**config.mk**
```make
export PLATFORM = sky130hd
export DESIGN_NAME = xlat_cache
export DESIGN_NICKNAME = d
export VERILOG_FILES = /design/src/rtl/xlat_cache_pkg.sv /design/src/rtl/xlat_match.sv /design/src/rtl/xlat_recency.sv /design/src/rtl/xlat_cache.sv
export SDC_FILE = /design/constraint.sdc
export NUM_CORES = 2
export LEC_CHECK = 0
export ABC_CLOCK_PERIOD_IN_PS = 24400
export BUFFER_PORTS_ARGS = -buffer_cell sky130_fd_sc_hd__buf_4
export CAP_MARGIN = 15
export CORE_ASPECT_RATIO = 0.9
export CORE_MARGIN = 4
export CORE_UTILIZATION = 60
export DETAILED_ROUTE_END_ITERATION = 16
export PLACE_DENSITY_LB_ADDON = 0.25
export SLEW_MARGIN = 20
export SYNTH_ARGS = -nofsm -noshare
export SYNTH_HDL_FRONTEND = slang
export SYNTH_HIERARCHICAL = 1
export SYNTH_SLANG_ARGS = --single-unit
```
**constraint.sdc**
```tcl
create_clock -name clk -period 24.4 [get_ports clk]
set_clock_uncertainty 0.2 [all_clocks]
set_input_delay 6.1 -clock clk [delete_from_list [all_inputs] [get_ports clk]]
set_output_delay 6.1 -clock clk [all_outputs]
set_load 0.05 [all_outputs]
```
**src/rtl/xlat_cache_pkg.sv**
```systemverilog
package xlat_cache_pkg;
  typedef enum logic [1:0] {
    ST_IDLE = 2'd0,
    ST_REQ  = 2'd1,
    ST_WAIT = 2'd2
  } walk_st_e;
endpackage

```
**src/rtl/xlat_match.sv**
```systemverilog
module xlat_match #(
  parameter int ENTRIES = 32,
  parameter int VPN_W   = 20,
  localparam int IW     = $clog2(ENTRIES)
) (
  input  logic [ENTRIES-1:0] vld,
  input  logic [VPN_W-1:0]   tags [ENTRIES],
  input  logic [VPN_W-1:0]   key,
  output logic               any,
  output logic [IW-1:0]      idx,
  output logic               multi
);
  logic [ENTRIES-1:0] hv;
  logic [IW:0]        cnt;

  for (genvar g = 0; g < ENTRIES; g++) begin : g_cmp
    assign hv[g] = vld[g] && (tags[g] == key);
  end

  always_comb begin
    idx = '0;
    cnt = '0;
    for (int j = ENTRIES - 1; j >= 0; j--) begin
      if (hv[j]) idx = IW'(j);
      cnt = cnt + (IW + 1)'(hv[j]);
    end
  end

  assign any   = |hv;
  assign multi = cnt > (IW + 1)'(1);
endmodule

```
**src/rtl/xlat_recency.sv**
```systemverilog
module xlat_recency #(
  parameter int ENTRIES = 32,
  localparam int IW     = $clog2(ENTRIES)
) (
  input  logic               clk,
  input  logic               rst_n,
  input  logic               clear,
  input  logic               touch,
  input  logic [IW-1:0]      touch_idx,
  input  logic [ENTRIES-1:0] vld,
  output logic [IW-1:0]      victim
);
  // rank 0 = most recent, ENTRIES-1 = least recent; ranks stay a permutation
  logic [IW-1:0] rank [ENTRIES];

  always_ff @(posedge clk or negedge rst_n) begin
    if (!rst_n) begin
      for (int j = 0; j < ENTRIES; j++) rank[j] <= IW'(j);
    end else if (clear) begin
      for (int j = 0; j < ENTRIES; j++) rank[j] <= IW'(j);
    end else if (touch) begin
      for (int j = 0; j < ENTRIES; j++) begin
        if (IW'(j) == touch_idx)            rank[j] <= '0;
        else if (rank[j] < rank[touch_idx]) rank[j] <= rank[j] + 1'b1;
      end
    end
  end

  always_comb begin
    logic found;
    victim = '0;
    found  = 1'b0;
    for (int j = 0; j < ENTRIES; j++) begin
      if (!vld[j] && !found) begin
        victim = IW'(j);
        found  = 1'b1;
      end
    end
    if (!found) begin
      for (int j = 0; j < ENTRIES; j++)
        if (rank[j] == IW'(ENTRIES - 1)) victim = IW'(j);
    end
  end
endmodule

```
**src/rtl/xlat_cache.sv**
```systemverilog
module xlat_cache
  import xlat_cache_pkg::*;
#(
  parameter int ENTRIES = 32,
  parameter int VPN_W   = 20,
  parameter int PFN_W   = 20
) (
  input  logic             clk,
  input  logic             rst_n,
  input  logic             flush,
  input  logic             lk_valid,
  output logic             lk_ready,
  input  logic [VPN_W-1:0] lk_vpn,
  output logic             lk_hit,
  output logic             lk_miss,
  output logic [PFN_W-1:0] lk_pfn,
  output logic             wk_req_valid,
  input  logic             wk_req_ready,
  output logic [VPN_W-1:0] wk_req_vpn,
  input  logic             wk_rsp_valid,
  input  logic             wk_rsp_fault,
  input  logic [PFN_W-1:0] wk_rsp_pfn,
  output logic             fault_out,
  output logic             multi_hit
);
  localparam int IW = $clog2(ENTRIES);

  logic [ENTRIES-1:0] vld;
  logic [VPN_W-1:0]   tag   [ENTRIES];
  logic [PFN_W-1:0]   frame [ENTRIES];
  walk_st_e           st;
  logic [VPN_W-1:0]   pend_vpn;
  logic               stale;

  logic               any;
  logic [IW-1:0]      hit_idx;
  logic [IW-1:0]      victim;
  logic               accept, install;

  xlat_match #(.ENTRIES(ENTRIES), .VPN_W(VPN_W)) u_match (
    .vld(vld), .tags(tag), .key(lk_vpn),
    .any(any), .idx(hit_idx), .multi(multi_hit)
  );

  xlat_recency #(.ENTRIES(ENTRIES)) u_recency (
    .clk(clk), .rst_n(rst_n), .clear(flush),
    .touch(lk_hit || install),
    .touch_idx(install ? victim : hit_idx),
    .vld(vld), .victim(victim)
  );

  assign lk_ready     = (st == ST_IDLE) && !flush;
  assign accept       = lk_valid && lk_ready;
  assign lk_hit       = accept && any;
  assign lk_miss      = accept && !any;
  assign lk_pfn       = lk_hit ? frame[hit_idx] : '0;
  assign wk_req_valid = (st == ST_REQ);
  assign wk_req_vpn   = pend_vpn;
  assign fault_out    = (st == ST_WAIT) && wk_rsp_valid && wk_rsp_fault;
  assign install      = (st == ST_WAIT) && wk_rsp_valid && !wk_rsp_fault
                        && !stale && !flush;

  always_ff @(posedge clk or negedge rst_n) begin
    if (!rst_n) begin
      st       <= ST_IDLE;
      pend_vpn <= '0;
      stale    <= 1'b0;
    end else begin
      unique case (st)
        ST_IDLE: if (lk_miss) begin
          st       <= ST_REQ;
          pend_vpn <= lk_vpn;
          stale    <= 1'b0;
        end
        ST_REQ: begin
          if (flush)        stale <= 1'b1;
          if (wk_req_ready) st    <= ST_WAIT;
        end
        ST_WAIT: begin
          if (flush)        stale <= 1'b1;
          if (wk_rsp_valid) st    <= ST_IDLE;
        end
        default: st <= ST_IDLE;
      endcase
    end
  end

  always_ff @(posedge clk or negedge rst_n) begin
    if (!rst_n)       vld <= '0;
    else if (flush)   vld <= '0;
    else if (install) vld[victim] <= 1'b1;
  end

  always_ff @(posedge clk) begin
    if (install) begin
      tag[victim]   <= pend_vpn;
      frame[victim] <= wk_rsp_pfn;
    end
  end
endmodule

```
# After elaboration in Yosys (flattened, before gate mapping)
# Memory sizes are Yosys's and may differ from the RTL's.
# Cells that the tools add are included.
# totals
reg_bits	855
ramBits	640
input_bits	47
output_inout_bits	46
n_memories	1
# op_classes
add_sub_neg	63
order_cmp	38
n_eq_ne	101
muxes	215
n_bitwise	3
n_reduce_logical	214
# memory_table
memory	words	width	rd	rd_clocked_by_memory_dff	write_ports	line	source
frame	32	20	1	0	1	xlat_cache.sv:30	logic [PFN_W-1:0] frame [ENTRIES];
# ops
operator	n
5-bit two-way mux	148
640-bit bitwise mux	1
20-bit == test	32
160-bit two-way mux	2
6-bit by 1-bit adder with 6-bit output	30
5-bit by 1-bit adder with 5-bit output, second input constant	32
5-bit == test, second input constant	32
5-bit < comparator	32
20-bit demux with 5-bit select	1
3-bit nonzero test	32
5-bit == test, first input constant	16
1-bit logical AND	74
2-bit AND reduction	33
1-bit zero test	65
32-bit two-way mux	2
4-bit by 5-bit == test with 1-bit output, first input constant	8
20-bit two-way mux	2
1-bit two-way mux	38
4-bit two-way mux	8
32-bit bitwise OR	1
32-bit OR reduction	1
5-bit binary-select mux with 5-bit select	1
3-bit by 5-bit == test with 1-bit output, first input constant	4
6-bit greater-or-equal comparator, second input constant	2
23 further kinds	37

# Logic depth before layout (Yosys ltp)
# depth
ltp_word	136
ltp_mapped	31

# Modules after synthesis
# Netlist, hierarchy kept.
# modules_own_cells
mod	instances	cells_each	area_each_um2
xlat_cache	1	1904	46108.0
xlat_recency	1	1555	14076.0
xlat_match	1	1080	8838.5

# Worst setup path after synthesis
# Ideal clock, no wire load.
# synth_timing
path_kind	in2out
start	input lk_vpn[10]
end	output multi_hit
t_arrival_ps	12202
slack_ps	5898
cell_stages	20
cell_sequence	buf_2 -> buf_6 -> buf_6 -> xor2_1 -> nor4_1 -> nand4_1 -> nor4_1 -> fa_1 -> fa_1 -> inv_1 -> fa_1 -> fa_1 -> fa_1 -> fa_1 -> inv_1 -> ha_1 -> inv_1 -> fa_1 -> nor2b_1 -> o21ai_0
# synth_via
elab_chain_len	34
word_cells_on_any_way	96
classes_between	add/sub (31); order compare (1); eq/ne (32); reduce/logical (32)
# synth_lines
element	line	source
start: declaration	xlat_cache.sv:13	input logic [VPN_W-1:0] lk_vpn,
20-bit == test	xlat_match.sv:17	assign hv[g] = vld[g] && (tags[g] == key);
1-bit logical AND	xlat_match.sv:17	
1-bit by 1-bit adder with 2-bit output	xlat_match.sv:25	cnt = cnt + (IW + 1)'(hv[j]);
6-bit by 1-bit adder with 6-bit output (29 in a row)	xlat_match.sv:25	
6-bit by 1-bit adder with 6-bit output (*)	xlat_match.sv:25	
6-bit by 1-bit > comparator with 1-bit output (*)	xlat_match.sv:30	assign multi = cnt > (IW + 1)'(1);
end: declaration	xlat_cache.sv:24	output logic multi_hit
# Every way passes the cells marked *; elsewhere a longest branch is shown, timed or not.

# Worst setup path after layout
# layout_timing
start	input lk_vpn[13]
end	output multi_hit
# Same word-level chain as after synthesis.

==> results_dict.tcl <==
set metrics [dict create \
    antenna_left 0 \
    fin_area_sq_mm 0.0759 \
    synth_area_sq_mm 0.0690 \
    routed-via-count 42700 \
    grt_pass1_vias 41300 \
    hold_slack_ns 0.306 \
    grt_max_degree 107 \
    numPortBuffers 92 \
    final_common_cell "edfxtp_1" \
    relSlewSlack_pct 24.1 \
    drt_iter0_markers 5815 \
    ys_seq_area_share_pct 63.6 \
    drv_slew 0 \
    fmax_mhz 51.7 \
    cts_buffers 148 \
    hold_buffers 0 \
    row_count 117 \
    core_sq_mm 0.114 \
    holdCritPathClass "flip-flop to flip-flop" \
    firstDrtPassIters 5 \
    cts_setup_buffers 0 \
    place_congestion 0.927 \
    ios 93 \
    htree_levels 4 \
    tightest_slew_ns 1.14 \
    antenna_found_initial 5 \
    cts_tree "done" \
    status "finished, final reports clean" \
    root_buffer "clkbuf_16" \
    fin_ws_ns 5.07 \
    worst_ep_required_time_ns 18.10 \
    fp.dieW_um 366 \
    period_minus_slack_ns 19.33 \
    worstSetupEndpointType "output port" \
    wl_mm 192 \
    drv_cap 0 \
    rsz0062_at_grt "no" \
    clock_sinks 1495 \
    synth.avg_cell_area_sq_um 15.2 \
    synth_warnings 6 \
    clk_pin_slew_ns 0.05 \
    dp_hpwl_mm 106 \
    final_cell_mix "edfxtp_1 (1280), xnor2_1 (487), ha_1 (206)" \
    synth_edf_count 1280 \
    synth.area.top_cells "edfxtp_1 (56%), xnor2_1 (6.2%), mux4_2 (5.9%)" \
    grt_pass1_wl_mm 280 \
    syn-instance-count 4539 \
    peakVddDrop_v 0.000108 \
    dieArea_sq_mm 0.121 \
    r2r_slack_ns 14.73 \
    post_cts_resized 0 \
    place_ws_ns 5.23 \
    critPathKind "input pin to output port" \
    die_h_um 330 \
    path_max_fanout 18 \
    via_per_inst 6.81 \
    synthesis.nets 4815 \
    grt_util_all_layers_pct 32.0 \
    hold_viol 0 \
    initial_core_util_pct 60.8 \
    ys_ff_latch 1495 \
    synthFlopType "edfxtp_1" \
    drc 0 \
    critPathLaunchType "input pin" \
    p_leak_nw 25.2 \
    synth.top_cell.area_share_pct 55.7 \
    areaGrowthSynthToFinish_pct 9.94 \
    fin_crit_sh_pct 79.2 \
    ys_types 97 \
    clk_latency_ns 0.81 \
    p_per_area_mw_per_mm2 78.8 \
    setup_viol 0 \
    synth_area_leader_cell "edfxtp_1" \
    tns_ns 0 \
    final_nets 4938 \
    async_reset_ff_share_pct 14.4 \
    drive_above_1_share_pct 16.6 \
    wl_per_cell_um 30.5 \
    clk_path_buf_depth 3 \
    grt_overflow_total 0 \
    worst_ep_arrival_time_ns 13.03 \
    place_area_sq_mm 0.0712 \
]
registers in the layout (all words and copies together) (netlist names):
register and flops:
frame 640, tag 640, u_recency/rank 160, vld 32, wk_req_vpn 20, st 2
stale 1
area by class of cell:
type                    count  area, sq um
flip-flops and latches   1495        43900
fillers                  7578        37700
multi-input cells        2717        23600
clock buffers             194         3940
well taps                1487         1860
repair buffers            191         1460
clock inverters            79          693
inverters                 109          409
diodes                      1         2.50
power by group:
group          switching [W]  leakage, nW  total (W)  internal, W
Clock                0.00100         2.24    0.00219      0.00119
Sequential          0.000114         14.2    0.00311      0.00299
Combinational       0.000520         8.81   0.000686     0.000166
stage by stage:
stage          util [%]  power [W]  cells
4_1_cts            66.8    0.00598   6271
5_1_grt            66.8    0.00614   6272
3_5_place_dp       62.7    0.00382   5998
3_3_place_gp       62.7    0.00381   5998
2_1_floorplan         -    0.00343   4539
6_report           66.8    0.00598   6273
cells by family after synthesis:
| group | synth area share [%] |
|---|---|
| AOI/OAI and AO/OA | 5.90 |
| xor gates and xnor gates | 8.21 |
| adders and majority gates | 4.40 |
| buffers and inverters | 2.74 |
| DFF | 63.6 |
| muxes | 8.07 |
| and+or+nand+nor | 7.05 |
layer usage:
layer | share of wire, % | track usage (%)
met4 | 2.4 | 8.37
met5 | 0.0084 | 0
met2 | 46 | 49.5
met1 | 39 | 46.6
met3 | 12 | 7.13
cells in the mapped netlist (17+ instances only):
cell type	number
nor3_1	68
nor2_1	155
nand2b_1	17
edfxtp_1	1280
dfrtp_1	135
nand3_1	106
a21oi_1	98
buf_2	40
inv_1	108
ha_1	206
o22ai_1	31
a221o_1	40
o21ai_0	163
a31oi_1	56
mux4_2	180
and3_1	54
dfstp_2	80
xnor2_1	487
nor2b_1	23
clkbuf_1	75
nor4_1	83
nand2_1	167
o21a_1	23
mux2i_1	113
xor2_1	160
buf_6	60
a22oi_1	29
mux2_2	34
nand4_1	145
fa_1	23
buf_4	36
worst max-delay path: stages:
cell	delay (ns)
buf_4	0.32
buf_4	0.52
xor2_1	0.14
nor4_1	0.32
nand3_1	0.11
nor4_1	0.75
fa_1	0.58
fa_1	0.53
inv_1	0.06
fa_1	0.51
fa_1	0.44
fa_1	0.53
fa_1	0.41
inv_1	0.07
ha_1	0.16
inv_1	0.06
fa_1	0.51
nand2b_1	0.07
nor4_1	0.26
o21ai_0	0.28
buf_4	0.26
final timing paths:
check | startpoint | to | cells past startpoint
worst max-delay path | lk_vpn[13] | multi_hit | 21
worst min-delay path | u_recency/rank[126] | u_recency/rank[126] | 2
worst max register to register | tag[29] | u_recency/rank[134] | 24
worst min register to register | u_recency/rank[126] | u_recency/rank[126] | 2
max in group asynchronous | rst_n | wk_req_vpn[9] | 3
min in group asynchronous | rst_n | u_recency/rank[75] | 1
Note: power is estimated with default switching activity, not from simulation.
